### src/rtl/fdc_pkg.sv
package fdc_pkg;
  typedef enum logic [1:0] {
    CYC_IDLE = 2'd0,
    CYC_RUN  = 2'd1,
    CYC_STOP = 2'd2
  } cyc_state_t;
endpackage

### src/rtl/fdc_rst_sync.sv
module fdc_rst_sync (
  input  logic clk,
  input  logic arst_n,
  output logic srst_n
);
  logic meta_q;
  logic hold_q;

  always_ff @(posedge clk or negedge arst_n) begin
    if (!arst_n) begin
      meta_q <= 1'b0;
      hold_q <= 1'b0;
    end else begin
      meta_q <= 1'b1;
      hold_q <= meta_q;
    end
  end

  assign srst_n = hold_q;
endmodule

### src/rtl/fdc_level_decode.sv
module fdc_level_decode #(
  parameter int LVL_W     = 6,
  parameter int AE_THRESH = 4
) (
  input  logic [LVL_W-1:0] level,
  output logic             is_empty,
  output logic             is_low
);
  localparam logic [LVL_W-1:0] LOW_MARK = LVL_W'(AE_THRESH);

  always_comb begin
    is_empty = (level == '0);
    is_low   = (level <= LOW_MARK);
  end
endmodule

### src/rtl/fdc_read_gate.sv
module fdc_read_gate (
  input  logic clk,
  input  logic rst_n,
  input  logic master,
  input  logic is_empty,
  input  logic core_rd,
  output logic tgt_busy,
  output logic rd_stb,
  output logic fifo_pop,
  output logic rd_busy_mst,
  output logic wr_busy_mst,
  output logic underflow
);
  logic uf_d;
  logic uf_q;

  always_comb begin
    tgt_busy    = !master && is_empty;
    rd_busy_mst = master && is_empty;
    wr_busy_mst = 1'b0;
    rd_stb      = !is_empty;
    fifo_pop    = core_rd && !is_empty;
    uf_d        = core_rd && is_empty;
  end

  always_ff @(posedge clk or negedge rst_n) begin
    if (!rst_n) uf_q <= 1'b0;
    else        uf_q <= uf_d;
  end

  assign underflow = uf_q;
endmodule

### src/rtl/fdc_cycle_fsm.sv
module fdc_cycle_fsm
  import fdc_pkg::*;
#(
  parameter int MAX_TRAIL = 3
) (
  input  logic clk,
  input  logic rst_n,
  input  logic master,
  input  logic is_empty,
  input  logic is_low,
  input  logic core_rd,
  input  logic dma_go,
  input  logic dma_done,
  output logic dma_active,
  output logic stop_req,
  output logic kick,
  output logic trail_err
);
  localparam int CNT_W = $clog2(MAX_TRAIL + 1);
  localparam logic [CNT_W-1:0] TRAIL_LIM = CNT_W'(MAX_TRAIL);

  cyc_state_t       st_q, st_d;
  logic [CNT_W-1:0] cnt_q, cnt_d;
  logic             res_q, res_d;
  logic             te_q, te_d;
  logic             cnt_en;

  always_comb begin
    st_d     = st_q;
    res_d    = res_q;
    stop_req = master && ((st_q == CYC_STOP) || ((st_q == CYC_RUN) && is_low));
    if (!master) begin
      st_d  = CYC_IDLE;
      res_d = 1'b0;
    end else begin
      case (st_q)
        CYC_IDLE: begin
          if (dma_go && !is_empty) begin
            st_d  = CYC_RUN;
            res_d = 1'b0;
          end
        end
        CYC_RUN: begin
          if (dma_done) begin
            st_d  = CYC_IDLE;
            res_d = stop_req;
          end else if (is_low) begin
            st_d = CYC_STOP;
          end
        end
        CYC_STOP: begin
          if (dma_done) begin
            st_d  = CYC_IDLE;
            res_d = 1'b1;
          end
        end
        default: st_d = CYC_IDLE;
      endcase
    end
  end

  always_comb begin
    cnt_en = stop_req && core_rd && (cnt_q != TRAIL_LIM);
    cnt_d  = cnt_q;
    if (st_d == CYC_IDLE)  cnt_d = '0;
    else if (cnt_en)       cnt_d = cnt_q + 1'b1;
    te_d = stop_req && core_rd && (cnt_q == TRAIL_LIM);
  end

  always_ff @(posedge clk or negedge rst_n) begin
    if (!rst_n) begin
      st_q  <= CYC_IDLE;
      cnt_q <= '0;
      res_q <= 1'b0;
      te_q  <= 1'b0;
    end else begin
      st_q  <= st_d;
      cnt_q <= cnt_d;
      res_q <= res_d;
      te_q  <= te_d;
    end
  end

  always_comb begin
    dma_active = (st_q != CYC_IDLE);
    kick       = master && (st_q == CYC_IDLE) && res_q && !is_empty;
    trail_err  = te_q;
  end
endmodule

### src/rtl/fifo_dma_flow.sv
module fifo_dma_flow #(
  parameter int LVL_W     = 6,
  parameter int AE_THRESH = 4,
  parameter int MAX_TRAIL = 3
) (
  input  logic             clk,
  input  logic             rst_n,
  input  logic             mode_master,
  input  logic [LVL_W-1:0] fifo_level,
  input  logic             core_rd,
  input  logic             dma_go,
  input  logic             dma_done,
  output logic             tgt_busy,
  output logic             rd_stb,
  output logic             fifo_pop,
  output logic             rd_busy_mst,
  output logic             wr_busy_mst,
  output logic             stop_master,
  output logic             dma_active,
  output logic             dma_kick,
  output logic             underflow,
  output logic             trail_err
);
  logic rst_sync_n;
  logic is_empty;
  logic is_low;

  fdc_rst_sync u_rst (
    .clk    (clk),
    .arst_n (rst_n),
    .srst_n (rst_sync_n)
  );

  fdc_level_decode #(
    .LVL_W     (LVL_W),
    .AE_THRESH (AE_THRESH)
  ) u_lvl (
    .level    (fifo_level),
    .is_empty (is_empty),
    .is_low   (is_low)
  );

  fdc_read_gate u_gate (
    .clk         (clk),
    .rst_n       (rst_sync_n),
    .master      (mode_master),
    .is_empty    (is_empty),
    .core_rd     (core_rd),
    .tgt_busy    (tgt_busy),
    .rd_stb      (rd_stb),
    .fifo_pop    (fifo_pop),
    .rd_busy_mst (rd_busy_mst),
    .wr_busy_mst (wr_busy_mst),
    .underflow   (underflow)
  );

  fdc_cycle_fsm #(
    .MAX_TRAIL (MAX_TRAIL)
  ) u_fsm (
    .clk        (clk),
    .rst_n      (rst_sync_n),
    .master     (mode_master),
    .is_empty   (is_empty),
    .is_low     (is_low),
    .core_rd    (core_rd),
    .dma_go     (dma_go),
    .dma_done   (dma_done),
    .dma_active (dma_active),
    .stop_req   (stop_master),
    .kick       (dma_kick),
    .trail_err  (trail_err)
  );
endmodule

### config.mk
export PLATFORM = sky130hd
export DESIGN_NAME = fifo_dma_flow
export DESIGN_NICKNAME = d
export VERILOG_FILES = /design/src/rtl/fdc_pkg.sv /design/src/rtl/fdc_rst_sync.sv /design/src/rtl/fdc_level_decode.sv /design/src/rtl/fdc_read_gate.sv /design/src/rtl/fdc_cycle_fsm.sv /design/src/rtl/fifo_dma_flow.sv
export SDC_FILE = /design/constraint.sdc
export NUM_CORES = 1
export LEC_CHECK = 0
export ABC_AREA = 1
export BUFFER_PORTS_ARGS = -buffer_cell sky130_fd_sc_hd__buf_2
export CORE_MARGIN = 4
export CORE_UTILIZATION = 47
export DETAILED_ROUTE_END_ITERATION = 12
export PLACE_DENSITY = 0.73
export SLEW_MARGIN = 20
export SYNTH_ARGS = -nofsm -noshare
export SYNTH_HDL_FRONTEND = slang
export SYNTH_SLANG_ARGS = --single-unit
### constraint.sdc
create_clock -name clk -period 1.6 [get_ports clk]
set_clock_uncertainty 0.2 [all_clocks]
set_input_delay 0.08 -clock clk [delete_from_list [all_inputs] [get_ports clk]]
set_output_delay 0.08 -clock clk [all_outputs]
set_load 0.02 [all_outputs]
# After elaboration in Yosys (flattened, before gate mapping)
# Index checks and enable logic that the tools add are counted.
totals:
  register_bits: 9
  inputBits: 12
  word_cells: 52
op_classes:
  add_sub_neg: 1
  order_cmp: 1
  eq_ne: 8
  muxes: 13
  reduce_logical: 22
ops:
  columns: ["operator", "n"]
  rows:
  - ["2-to-1 mux 2 bit", 7]
  - ["logical AND 1 bit", 13]
  - ["less-or-equal comparator 6 x 3 -> 1 bit, second input constant", 1]
  - ["logical NOT 6 bit", 1]
  - ["!= test 3 bit, second input constant", 2]
  - ["one-hot mux 2 bit (3 select lines)", 1]
  - ["== test 2 bit, second input constant", 2]
  - ["logical NOT 2 bit", 2]
  - ["2-to-1 mux 1 bit", 4]
  - ["!= test 4 x 1 -> 1 bit, second input constant", 1]
  - ["AND reduction 4 bit", 1]
  - ["nonzero test 2 bit", 2]
  - ["!= test 3 x 2 -> 1 bit, second input constant", 1]
  - ["one-hot mux 1 bit (3 select lines)", 1]
  - ["adder 2 x 1 -> 2 bit, second input constant", 1]
  - ["== test 2 x 1 -> 1 bit, second input constant", 1]
  - ["logical NOT 1 bit", 2]
  - ["!= test 2 bit, second input constant", 1]
  - ["logical OR 1 bit", 1]

# Longest topological paths before layout
# Gate-level depths: netlist (run 1).
depth:
  depth_word: 8
  ltp_mapped: 10
  depth_no_buf: 10

# Modules after synthesis
# A second synthesis (run 1) with hierarchy kept.
unflattened:
  hier_cells: 94
  area_unflattened_um2: 633.1
by_module_without_submodules:
  columns: ["module", "n_inst", "cells_each", "area_per_inst_um2", "seq_area_each_um2"]
  rows:
  - ["fdc_cycle_fsm", 1, 71, 474.2, 150.1]
  - ["fdc_read_gate", 1, 11, 68.8, 25.0]
  - ["fdc_rst_sync", 1, 3, 53.8, 50.0]
  - ["fdc_level_decode", 1, 9, 36.3, 0.0]

# Worst setup path before layout (run 1)
# No wires, ideal clock.
synth_path:
  path_type: "reg-to-reg"
  start: "register u_fsm.st_q[1]"
  end: "register u_fsm.cnt_q[0]"
  t_arrival_ps: 1257
  required_time_ps: 1327
  setup_slack_ps: 70
  stages_incl_launch_ff: 7
  n_path_buf: 0
  synth_period_minus_slack_ps: 1530
  path_cell_list: "dfrtp_1 > inv_1 > ha_1 > nand3_2 > a21oi_4 > nand4_1 > a21oi_2"
synth_between:
  elab_chain_len: 7
synth_rtl:
  columns: ["item", "line", "text"]
  rows:
  - ["start, declared", "fdc_cycle_fsm.sv:22", "cyc_state_t st_q, st_d;"]
  - ["start signal, assigned", "fdc_cycle_fsm.sv:77", "st_q <= st_d;"]
  - ["== test 2 x 1 -> 1 bit", "fdc_cycle_fsm.sv:31", "stop_req = master && ((st_q == CYC_STOP) || ((st_q == CYC_RUN) && is_low));"]
  - ["logical AND 1 bit", "fdc_cycle_fsm.sv:31", null]
  - ["logical OR 1 bit (*)", "fdc_cycle_fsm.sv:31", null]
  - ["logical AND 1 bit (*)", "fdc_cycle_fsm.sv:31", null]
  - ["named net stop_master", "fifo_dma_flow.sv:18", "output logic stop_master,"]
  - ["logical AND 1 bit (*) (2 in series)", "fdc_cycle_fsm.sv:63", "cnt_en = stop_req && core_rd && (cnt_q != TRAIL_LIM);"]
  - ["nonzero test 2 bit (no line) (*)", null, null]
  - ["end signal, assigned", "fdc_cycle_fsm.sv:78", "cnt_q <= cnt_d;"]
  - ["end, declared", "fdc_cycle_fsm.sv:23", "logic [CNT_W-1:0] cnt_q, cnt_d;"]
# The timed path passes the listed nets; every way through them passes the cells marked *.
# A chain may end at the register's enable or synchronous reset.

# Final worst setup path (run 1)
layout_path:
  start: "register u_fsm.st_q[1]"
  end: "output port stop_master"
layout_between:
  elab_chain_len: 4
layout_rtl:
  columns: ["item", "line"]
  rows:
  - ["== test 2 x 1 -> 1 bit", "fdc_cycle_fsm.sv:31"]
  - ["logical AND 1 bit", "fdc_cycle_fsm.sv:31"]
  - ["logical OR 1 bit (*)", "fdc_cycle_fsm.sv:31"]
  - ["logical AND 1 bit (*)", "fdc_cycle_fsm.sv:31"]
  - ["end, declared", "fifo_dma_flow.sv:18"]
# Mark *: on every way between the ends. The rest lies on a longest branch, timed or not.

==> impl_metrics.csv, run 1 <==
group,metric,value,unit
final_layout,seqCellArea,225,um2
global_route,grt_pass1_wl,2280,um
final_layout,synthToLayoutAreaGrowth,47.2,%
setup_path,crit_fanout,4,
final_layout,layout-drive-gt1-share,46.9,%
global_route,first_global_vias,566,
synthesis,synth_cell_types,18,
timing,rsz0062_at_grt,"true",
final_layout,fin_cells,128,
synthesis,syn_nets,96,
routing,met2_length,700,um
floorplanning,die_area,2010,um2
setup_path,required,1.32,ns
global_route,antenna_found_initial,0,
synthesis,syn-cell-area,639,um2
final_layout,fillers,102,
routing,wl_met1,584,um
cts,clk_pin_slew,0.06,ns
power,ir_drop,0.000498,V
synthesis,synth.ff_latch_count,9,
final_layout,multi_input_area,403,um2
global_route,grt_usage,15.7,%
setup_path,criticalPathCategory,"flip-flop to output pin",
cts,cts_sinks,9,
outcome,outcome,"complete, but fails checks",
synthesis,synth_cells,79,
routing,highest_layer,"met3",
routing,dr.pass1.iters,4,
routing,wire_per_inst,10.9,um
floorplanning,start_util,49.8,%
final_layout,mostFrequentLayoutCells,"18 x buf_2, 13 x inv_1, 12 x nand2_1",
timing,finalSetupViolCount,1,
power,leakagePower,0.496,nW
setup_path,start_kind,"flip-flop",
timing,fin_crit_sh,101,%
routing,totalWireLength,1390,um
routing,vias,593,
cts,root_buffer,"clkbuf_4",
timing,finalMaxSlewViolations,0,
placement,hpwl,991,um
outcome,violations,"setup timing",
global_route,grt_max_degree,8,
setup_path,cp-end-kind,"output pin",
routing,dr_wl_met3,107,um
placement,dp_cells,114,
placement,pre_cts_ws,-0.0236,ns
final_layout,mostFrequentLayoutCell,"buf_2",
floorplanning,core-area,1280,um2
timing,setup_slack,-0.0113,ns
job,cap_violations,0,
cts,clock_latency,0.26,ns
final_layout,layout.nets,131,
final_layout,fin_util,73.2,%
setup_path,worstPathArrival,1.33,ns
timing,hold_viol,0,
synthesis,yosys_warnings,0,
timing,setup_tns,-0.0113,ns
placement,port-buffer-count,20,
routing,drt_iter0_drc,8,
floorplanning,io_pins,22,
floorplanning,die_w,44.9,um
cts,cts_tree,"yes",
synthesis,synth_area_per_cell,8.09,um2
hold_path,min_path_type,"primary input to flip-flop",
global_route,grt_overflow_total,0,
routing,antenna_left,0,
placement,gp_congestion,0.762,
floorplanning,rows,13,
synthesis,synth_seq_area_share,35.2,%
final_layout,insertedDiodeCount,0,
floorplanning,die_y,44.9,um
cts,cts_buffers,3,
cts,clockBufferDepth,2,
routing,drc,0,
timing,finalCriticalPeriod,1.61,ns
routing,viasPerCell,4.63,
cts,h-tree-depth,1,
power,cellPowerDensity,584,nW/um2
timing,clock.fmax,0.621,GHz
-- power by group --
part           switching, mW  internal (mW)
registers            0.00319          0.233
logic                 0.0807         0.0622
clock network         0.0743         0.0958
-- worst max-delay path, stage by stage, from the launching register on --
cell     delay (ns)
dfrtp_1        0.39
inv_2          0.12
ha_4           0.17
nand3_4        0.08
a21oi_4        0.17
buf_6          0.14
-- kinds of logic (layout without fill, tap and decap cells) --
logic type,count (synthesis),in the layout,synth area share (%)
adder cells (fa/ha/maj),5,5,9.78
other,2,2,1.17
buffers and inverters,18,52,11.2
AO/OA/AOI/OAI,5,5,7.63
flip-flops,9,9,35.2
AND/OR/NAND/NOR,40,40,35.0
-- path summary, 6_finish.rpt --
check,start,endpoint,slack (ns),cells after the start
hold reg to reg,u_rst.meta_q,u_rst.srst_n,0.16,0
setup reg to reg,u_fsm.st_q[1],u_fsm.cnt_q[0],0.02,10
setup / recovery,u_fsm.st_q[1],stop_master,-0.01,5
hold / removal,dma_go,u_fsm.st_q[1],0.03,6
max in group asynchronous,u_rst.srst_n,u_fsm.st_q[1],0.46,1
min in group asynchronous,rst_n,u_rst.srst_n,0.47,3
-- area by class of cell --
type,count,area share (%)
clock buffer,4,2.79
inverter,17,6.78
multi-input combinational,52,42.8
sequential,9,23.9
tap,15,1.99
timing repair buffer,31,21.7
-- layer usage --
layer,vias to the layer above,track usage [%]
met5,-,0
met4,0,3.51
met3,0,5.98
met2,20,29.2
met1,262,16.5
li1,311,-
-- cell usage after synthesis, drive strengths merged --
cell type | n | area share [%]
o21ai | 1 | 1.4
nor2 | 13 | 9.2
conb | 2 | 1.2
nand2 | 17 | 14
inv | 17 | 10
nand3 | 5 | 7.4
buf | 1 | 1.2
ha | 5 | 9.8
a21oi | 3 | 5.3
dfrtp | 9 | 35
o22ai | 1 | 0.98
nand4 | 5 | 4.9
-- registers in the layout, summed over array words and instances (netlist names) --
name              count
u_fsm.cnt_q           2
u_fsm.st_q            2
u_fsm.res_q           1
u_fsm.trail_err       1
u_gate.underflow      1
u_rst.meta_q          1
u_rst.srst_n          1
-- metrics by stage --
| stage | hold WS [ns] | cell area [um2] | power, mW |
|---|---|---|---|
| detailed placement | -0.333 | 758 | 0.346 |
| global route | 0.0472 | 941 | 0.591 |
| finish | 0.0329 | 941 | 0.549 |
| floorplan | -0.416 | 639 | 0.308 |
| CTS | -0.0277 | 918 | 0.550 |
| global placement | -0.336 | 758 | 0.344 |
-- timing repair --
| action | CTS | global route |
|---|---|---|
| gates resized for setup | 9 | 8 |
| pin swaps | 1 | 11 |
| endpoints found under the hold margin | 14 | 0 |
| endpoints found under the setup margin | 4 | 9 |
| hold buffers | 9 | 0 |
| setup buffers | 2 | 3 |
No activity file was read; power rests on OpenSTA's default activity.
==> inputs of run 2 (changes only) <==
--- a/config.mk
+++ b/config.mk
@@ -12,3 +12,3 @@
 export DETAILED_ROUTE_END_ITERATION = 12
-export PLACE_DENSITY = 0.73
+export PLACE_DENSITY_LB_ADDON = 0.25
 export SLEW_MARGIN = 20
--- a/constraint.sdc
+++ b/constraint.sdc
@@ -4,2 +4,2 @@
 set_output_delay 0.08 -clock clk [all_outputs]
-set_load 0.02 [all_outputs]
+set_load 0.005 [all_outputs]
==> run 2 against run 1 <==
  * The run still ends with setup timing left
  * Wire length decreased by 0.50%
  * Sequential power hardly changed
  * Flip-flop and latch count unchanged
  * Sequential share of layout area barely moved
  * Cell count stayed put
  * Largest power group unchanged
==> impl_metrics.csv, run 2 (same netlist as run 1, synthesis figures left out) <==
group,metric,value,unit
power,p_seq_share,43.7,%
power,cellPowerDensity,578,nW/um2
routing,viasPerCell,4.73,
cts,h-tree-depth,1,
routing,vias,606,
timing,timing.hold.ws,0.0254,ns
timing,clock.fmax,0.619,GHz
power,pwr-share-clk,32.2,%
setup_path,path_buf_inv,3,
global_route,antenna_found_initial,0,
outcome,violations,"setup timing",
cts,clockBufferDepth,2,
setup_path,crit_family,"simple AND/OR/NAND/NOR gates",
cts,cts_tree,"yes",
global_route,grt_max_degree,8,
timing,hold_viol,0,
global_route,grt_pass1_wl,2190,um
job,cap_violations,0,
final_layout,insertedDiodeCount,0,
cts,clk_pin_slew,0.05,ns
timing,finalCriticalPeriod,1.62,ns
floorplanning,die_area,2010,um2
floorplanning,core-area,1280,um2
hold_path,min_path_type,"primary input to flip-flop",
final_layout,fillers,101,
timing,setup_slack,-0.0166,ns
placement,dp_cells,114,
power,leakagePower,0.500,nW
outcome,outcome,"complete, but fails checks",
floorplanning,io_pins,22,
setup_path,critPathSlowestCell,"dfrtp_1",
routing,antenna_left,0,
cts,cts_buffers,3,
cts,cts_sinks,9,
setup_path,crit_fanout,3,
final_layout,synthToLayoutAreaGrowth,47.0,%
final_layout,layout-drive-gt1-share,46.0,%
final_layout,mostFrequentLayoutCell,"buf_2",
routing,dr.pass1.iters,3,
setup_path,start_kind,"flip-flop",
setup_path,required,1.55,ns
power,p_sw_share,28.5,%
power,p_switching,0.155,mW
power,combinationalPowerShare,24.1,%
cts,root_buffer,"clkbuf_4",
global_route,first_global_vias,546,
floorplanning,start_util,49.8,%
setup_path,cp_slowest_stage_delay,0.40,ns
routing,drt_iter0_drc,8,
routing,drc,0,
placement,port-buffer-count,20,
setup_path,criticalPathCategory,"flip-flop to flip-flop",
final_layout,fin_cells,128,
placement,gp_congestion,0.776,
setup_path,cp-end-kind,"flip-flop",
power,internal-power,0.388,mW
timing,fin_crit_sh,101,%
final_layout,reg_top3,"u_fsm.cnt_q x2, u_fsm.st_q x2",
routing,wire_per_inst,10.8,um
timing,rsz0062_at_grt,"true",
power,ir_drop,0.000498,V
cts,clock_latency,0.26,ns
floorplanning,die_y,44.9,um
floorplanning,rows,13,
floorplanning,die_w,44.9,um
global_route,grt_usage,15.2,%
timing,finalSetupViolCount,2,
global_route,grt_overflow_total,0,
setup_path,path_cells,"buf_4 -> ha_4 -> inv_2 -> nand3_1 -> nand3_1 -> nand2_1 -> nand2_2 -> nand2_2 -> inv_2 -> a21oi_2",
final_layout,layout.nets,131,
placement,hpwl,994,um
routing,totalWireLength,1390,um
setup_path,worstPathArrival,1.56,ns
timing,finalMaxSlewViolations,0,
final_layout,mostFrequentLayoutCells,"20 x buf_2, 13 x inv_1, 12 x nand2_1",
[run 2: cell count changes in the layout (fill, tap and decap cells not counted), sizes merged]
| cell | before | now |
|---|---|---|
| dlygate4sd3 | 5 | 6 |
| buf | 26 | 25 |
[run 2: worst paths after layout]
path	slack, ns	end	from	cells after the start
setup / recovery	-0.02	u_fsm.cnt_q[1]	u_fsm.st_q[1]	10
hold / removal	0.03	u_fsm.st_q[1]	dma_go	6
setup reg to reg	-0.02	u_fsm.cnt_q[1]	u_fsm.st_q[1]	10
hold reg to reg	0.15	u_rst.srst_n	u_rst.meta_q	0
max in group asynchronous	0.46	u_fsm.cnt_q[1]	u_rst.srst_n	1
min in group asynchronous	0.46	u_rst.srst_n	rst_n	3
[run 2: repair_timing]
item                                    4_1_cts  5_1_grt
gates resized for setup                       6        9
pin swaps                                     1        8
setup buffers                                 2        2
endpoints found under the setup margin        4        5
hold buffers                                  6        0
hold endpoints to repair                     14        0
[run 2: final cells by class]
type | count | area [um2] | share of cell area [%]
repair buffers | 31 | 198 | 21.0
inverters | 17 | 63.8 | 6.79
well taps | 15 | 18.8 | 2.00
flip-flops and latches | 9 | 225 | 24.0
multi-input cells | 52 | 408 | 43.4
clock buffers | 4 | 26.3 | 2.80
[run 2: per-layer routing]
layer	track usage (%)	up-vias	wire length (um)
li1	-	312	-
met1	16.5	273	600
met2	26.1	17	664
met3	6.37	4	102
met4	5.85	0	19
met5	0	-	0
[run 2: power by group through the flow]
| stage | sequential (mW) | combinational [mW] | clock, mW |
|---|---|---|---|
| floorplan | 0.242 | 0.0585 | 0 |
| global placement | 0.243 | 0.0932 | 0 |
| detailed placement | 0.244 | 0.0947 | 0 |
| CTS | 0.237 | 0.118 | 0.182 |
| global route | 0.237 | 0.145 | 0.198 |
| finish | 0.237 | 0.131 | 0.175 |
[run 2: stage by stage]
stage / setup WS [ns] / setup TNS, ns / util [%] / power, mW / area, um2
floorplan: 0.108 / 0 / - / 0.301 / 639
global placement: -0.0427 / -0.0692 / 59.0 / 0.337 / 758
detailed placement: -0.0210 / -0.0383 / 59.0 / 0.339 / 758
CTS: 0.000585 / 0 / 68.6 / 0.537 / 882
global route: -0.0938 / -0.301 / 73.1 / 0.580 / 940
finish: -0.0166 / -0.0208 / 73.1 / 0.543 / 940
[run 2: worst reg2reg max path: stages, from the launching register on]
cell	delay, ns
dfrtp_1	0.40
buf_4	0.15
ha_4	0.16
inv_2	0.09
nand3_1	0.11
nand3_1	0.11
nand2_1	0.07
nand2_2	0.07
nand2_2	0.06
inv_2	0.06
a21oi_2	0.03
